$ cat config.mk
export PLATFORM = sky130hd
export DESIGN_NAME = nvm_csum_engine
export DESIGN_NICKNAME = d
export VERILOG_FILES = /design/src/rtl/nvm_csum_pkg.sv /design/src/rtl/csum_accum.sv /design/src/rtl/csum_walker.sv /design/src/rtl/nvm_csum_engine.sv
export SDC_FILE = /design/constraint.sdc
export NUM_CORES = 1
export LEC_CHECK = 0
export ABC_AREA = 1
export ABC_CLOCK_PERIOD_IN_PS = 6300
export BUFFER_PORTS_ARGS = -buffer_cell sky130_fd_sc_hd__buf_2
export CELL_PAD_IN_SITES_DETAIL_PLACEMENT = 0
export CELL_PAD_IN_SITES_GLOBAL_PLACEMENT = 1
export CORE_UTILIZATION = 30
export CTS_CLUSTER_SIZE = 14
export DETAILED_ROUTE_END_ITERATION = 16
export HOLD_SLACK_MARGIN = 0.15
export PLACE_DENSITY_LB_ADDON = 0.12
export SKIP_CTS_REPAIR_TIMING = 1
export SLEW_MARGIN = 20
export SYNTH_ARGS = -nofsm -noshare
export SYNTH_HDL_FRONTEND = slang
export SYNTH_SLANG_ARGS = --single-unit
$ cat constraint.sdc
create_clock -name clk -period 6.3 [get_ports clk]
set_clock_uncertainty 0.05 [all_clocks]
set_input_delay 0 -clock clk [delete_from_list [all_inputs] [get_ports clk]]
set_output_delay 0 -clock clk [all_outputs]
set_load 0.05 [all_outputs]
$ cat src/rtl/nvm_csum_pkg.sv
package nvm_csum_pkg;

  localparam int unsigned WORD_W = 16;
  localparam logic [WORD_W-1:0] CSUM_SIG = 16'hBABA;

  typedef enum logic [1:0] {
    ST_PASS     = 2'b00,
    ST_MISMATCH = 2'b01,
    ST_MEMERR   = 2'b10
  } csum_status_e;

  typedef enum logic [1:0] {
    PH_IDLE,
    PH_READ,
    PH_WRITE,
    PH_DONE
  } csum_phase_e;

  // Wrapping sum step.
  function automatic logic [WORD_W-1:0] csum_add(input logic [WORD_W-1:0] acc,
                                                 input logic [WORD_W-1:0] word);
    return acc + word;
  endfunction

  // Value that makes the region total equal the signature.
  function automatic logic [WORD_W-1:0] csum_fix(input logic [WORD_W-1:0] partial);
    return CSUM_SIG - partial;
  endfunction

endpackage

$ cat src/rtl/csum_accum.sv
module csum_accum
  import nvm_csum_pkg::*;
(
  input  logic              clk,
  input  logic              rst_n,
  input  logic              clr,
  input  logic              add_en,
  input  logic [WORD_W-1:0] word,
  output logic [WORD_W-1:0] sum
);

  always_ff @(posedge clk or negedge rst_n) begin
    if (!rst_n)      sum <= '0;
    else if (clr)    sum <= '0;
    else if (add_en) sum <= csum_add(sum, word);
  end

endmodule

$ cat src/rtl/csum_walker.sv
module csum_walker #(
  parameter int unsigned ADDR_W = 8
) (
  input  logic              clk,
  input  logic              rst_n,
  input  logic              clr,
  input  logic              step,
  input  logic [ADDR_W-1:0] last,
  output logic [ADDR_W-1:0] addr,
  output logic              at_last
);

  always_ff @(posedge clk or negedge rst_n) begin
    if (!rst_n)    addr <= '0;
    else if (clr)  addr <= '0;
    else if (step) addr <= addr + ADDR_W'(1);
  end

  assign at_last = (addr == last);

endmodule

$ cat src/rtl/nvm_csum_engine.sv
module nvm_csum_engine
  import nvm_csum_pkg::*;
#(
  parameter int unsigned ADDR_W   = 8,
  parameter int unsigned CSUM_IDX = 63
) (
  input  logic              clk,
  input  logic              rst_n,
  input  logic              cmd_valid,
  input  logic              cmd_update,
  output logic              busy,
  output logic              done,
  output logic [1:0]        status,
  output logic              mem_req,
  output logic              mem_we,
  output logic [ADDR_W-1:0] mem_addr,
  output logic [15:0]       mem_wdata,
  input  logic [15:0]       mem_rdata,
  input  logic              mem_ack,
  input  logic              mem_err
);

  localparam logic [ADDR_W-1:0] LAST_V = ADDR_W'(CSUM_IDX);
  localparam logic [ADDR_W-1:0] LAST_U = ADDR_W'(CSUM_IDX - 1);

  csum_phase_e     phase;
  csum_status_e    stat_q;
  logic            op_upd;
  logic [15:0]     sum;
  logic [ADDR_W-1:0] rd_addr;
  logic            at_last;

  // Named internal events, shared with the checker.
  logic start, rd_beat, wr_beat, rd_ok;
  assign start   = (phase == PH_IDLE) && cmd_valid;
  assign rd_beat = (phase == PH_READ) && mem_ack;
  assign wr_beat = (phase == PH_WRITE) && mem_ack;
  assign rd_ok   = rd_beat && !mem_err;

  csum_accum u_accum (
    .clk    (clk),
    .rst_n  (rst_n),
    .clr    (start),
    .add_en (rd_ok),
    .word   (mem_rdata),
    .sum    (sum)
  );

  csum_walker #(.ADDR_W(ADDR_W)) u_walker (
    .clk     (clk),
    .rst_n   (rst_n),
    .clr     (start),
    .step    (rd_ok),
    .last    (op_upd ? LAST_U : LAST_V),
    .addr    (rd_addr),
    .at_last (at_last)
  );

  always_ff @(posedge clk or negedge rst_n) begin
    if (!rst_n) begin
      phase  <= PH_IDLE;
      stat_q <= ST_PASS;
      op_upd <= 1'b0;
    end else begin
      unique case (phase)
        PH_IDLE: if (cmd_valid) begin
          op_upd <= cmd_update;
          phase  <= PH_READ;
        end
        PH_READ: if (mem_ack) begin
          if (mem_err) begin
            stat_q <= ST_MEMERR;
            phase  <= PH_DONE;
          end else if (at_last) begin
            if (op_upd) begin
              phase <= PH_WRITE;
            end else begin
              stat_q <= (csum_add(sum, mem_rdata) == CSUM_SIG) ? ST_PASS : ST_MISMATCH;
              phase  <= PH_DONE;
            end
          end
        end
        PH_WRITE: if (mem_ack) begin
          stat_q <= mem_err ? ST_MEMERR : ST_PASS;
          phase  <= PH_DONE;
        end
        default: phase <= PH_IDLE;
      endcase
    end
  end

  assign busy      = (phase == PH_READ) || (phase == PH_WRITE);
  assign done      = (phase == PH_DONE);
  assign status    = stat_q;
  assign mem_req   = busy;
  assign mem_we    = (phase == PH_WRITE);
  assign mem_addr  = mem_we ? LAST_V : rd_addr;
  assign mem_wdata = mem_we ? csum_fix(sum) : '0;

endmodule

==> qor.txt <==
Final setup violation count: 0
worst path buffer plus inverter count: 3
Synth Net Count: 460
GRT overflow: 0
compound-cell area share of the yosys netlist: 0.149
I/O pin count: 52
Die Span Y: 96.8 µm
startpoint types: flip-flop
max-slew violations: 0
first-pass detailed-route iteration total: 4
area fraction of the dominant cell type after synthesis: 0.269
Total Routing Usage GR: 0.165
Syn Std Cell Area: 2700 µm²
sw frac: 0.598
TritonCTS buffer count: 5
RSZ-0062 raised after global routing: no
CP dominant cell by count: inv_1
share of cells above drive strength 1: 0.187
initial core utilization: 0.309
Synth area leader: dfrtp_1
Slew headroom: 0.545
H-Tree Depth: 2
crit path capture type: primary output
DRT iter0 DRCs: 119
final worst path period share: 0.409
Mean Syn Cell Area: 6.48 µm²
final setup TNS: 0 ps
per-cell routed wire length: 12.6 µm
minimum clock period after layout: 2580 ps
Cell Pwr Density: 514 nW/µm²
CTS Root Cell: clkbuf_8
clk sinks: 29
post-synthesis simple-gate area fraction: 0.346
global-route wire length before repair: 12.6 mm
outcome: finished clean
Reg power frac: 0.182
ant diodes: 0
die area: 9370 µm²
Layout area overhead: 20.0%
top sig layer: met4
row cnt: 34
Worst-Margin Slew: 683 ps
internal cell power: 669 µW
CP peak stage delay: 580 ps
hold slack final: 131 ps
DR vias: 2672
fmax: 388 MHz
CP required: 6250 ps
largest net degree at the start of global routing: 30
post-synthesis xor/xnor area fraction: 0.0190
initial antenna violation count: 0
Clock transition at path regs: 70 ps
YS warnings: 0
die width: 96.8 µm
Hold Crit Class: input pin to flip-flop
final wirelength: 7.37 mm
CP Cell Sequence: inv_1 > ha_1 > inv_1 > nor3_1 > buf_2
sequential area share after synthesis: 0.269
Post-Synth Adder-Cell Area: 0.105
crit path max-delay cell type: ha_1
Critical Path Fanout Max: 17
dpl hpwl: 5.91 mm
worst skew pair latency: 280 ps
Longest Clk Path Bufs: 2
main combinational cell family by area after synthesis: simple AND/OR/NAND/NOR gates
M1 wire length: 3.90 mm
Final Net Count: 519
Max IR drop VDD: 0.255 mV
CTS tree: built
Mapped Cells: 416
DRT antenna net count: 0
FF+latch count, synth: 29
number of global-route vias before repair: 2638
main area contributors after synthesis: dfrtp_1 27%, nand2_1 17%, ha_1 9.7%
Clock Power Share: 0.122
GPL Wtd Cong: 0.819
Hold Violations, Final: 0
wire length on met2: 3.28 mm
Comb pwr share: 0.696
Vias/cell: 4.58
P_sw: 994 µW
core region area: 8720 µm²
# DRC: 0
mux cell area share after synthesis: 0
metal3 WL: 172 µm
CP delay by family, top: buffers and inverters
leakage: 1.75 nW
kind of critical path: flip-flop to primary output
CP arrival: 2530 ps
Netlist cell types: 34
count of buffers from port buffering: 51
Max Cap Viol: 0
cells in the final DEF, fill, tap and decap left out, types with 5 or more instances in the layout:
cell           Yosys  layout
clkbuf_8           0       6
nor3_1            12      12
inv_2              5       5
inv_1             68      68
nor2_1            32      32
o21ai_0           27      27
ha_1              21      21
dlygate4sd3_1      0       6
nand3_1           19      19
a21oi_1           25      25
dfrtp_1           29      29
nand2_1          120     120
buf_2              1      51
nand2_2            7       7
o21ai_1            6       6
layer usage:
layer  vias up  GRT usage
met2        40      0.264
met3         2     0.0296
met1      1182      0.235
met4         0     0.0310
met5         -          0
li1       1448          -
path summary, 6_finish.rpt:
check,startpoint,end,slack (ps),cells after the start
worst max register to register,phase[0],status[0],3910,9
max in group asynchronous,rst_n,u_accum.sum[12],5510,2
worst max-delay path,phase[0],mem_wdata[10],3720,5
worst min-delay path,mem_rdata[1],u_accum.sum[1],130,4
worst min register to register,status[0],status[0],430,2
min in group asynchronous,rst_n,phase[1],240,2
flip-flops by register name, indices dropped and copies added (netlist names):
signal / cells
op_upd: 1
phase: 2
status: 2
u_accum.sum: 16
u_walker.addr: 8
cell usage after synthesis (all sizes together):
cell type	count
nor3b	1
nor2	35
nand3b	4
ha	21
xor2	5
o22ai	4
or2	2
dfrtp	29
nor3	17
o21ai	35
a31oi	3
a21oi	28
nand3	22
inv	73
nor4	1
nand2	127
a211oi	1
buf	3
o31ai	1
clkbuf	2
fa	1
o21a	1
worst min-delay path: stages:
cell	delay, ps
buf_2	100
fa_1	200
nand2_1	50
o21ai_0	60
per-stage QoR:
stage	power, mW	utilization	setup slack (ps)	instance area (µm²)	std cells
after floorplan	1.21	-	3720	2700	416
after global placement	1.47	0.351	3970	3060	570
after detailed placement	1.47	0.351	3910	3060	570
after CTS	1.68	0.364	3740	3170	578
after global routing	1.82	0.371	3550	3230	584
final	1.66	0.371	3720	3230	584
layout make-up:
class	count	area (µm²)
inverter	73	274
clock buffer	7	86.3
timing repair buffer	57	315
sequential	29	726
fill	948	5490
multi-input combinational	309	1670
tap	108	135
clock inverter	1	30.0
cells by family (layout without fill, tap and decap cells):
kind of cell    Yosys count  in the layout
compound gates           73             73
xor+xnor                  5              5
fa+ha+maj                22             22
buf+inv                  78            138
flops                    29             29
simple gates            209            209
power by group through the flow:
stage | logic [mW] | registers, mW | clock network, mW
after floorplan | 0.906 | 0.307 | 0
after global placement | 1.17 | 0.308 | 0
after detailed placement | 1.16 | 0.308 | 0
after CTS | 1.17 | 0.305 | 0.207
after global routing | 1.29 | 0.313 | 0.216
final | 1.16 | 0.303 | 0.203
(Power assumes the default switching activity.)
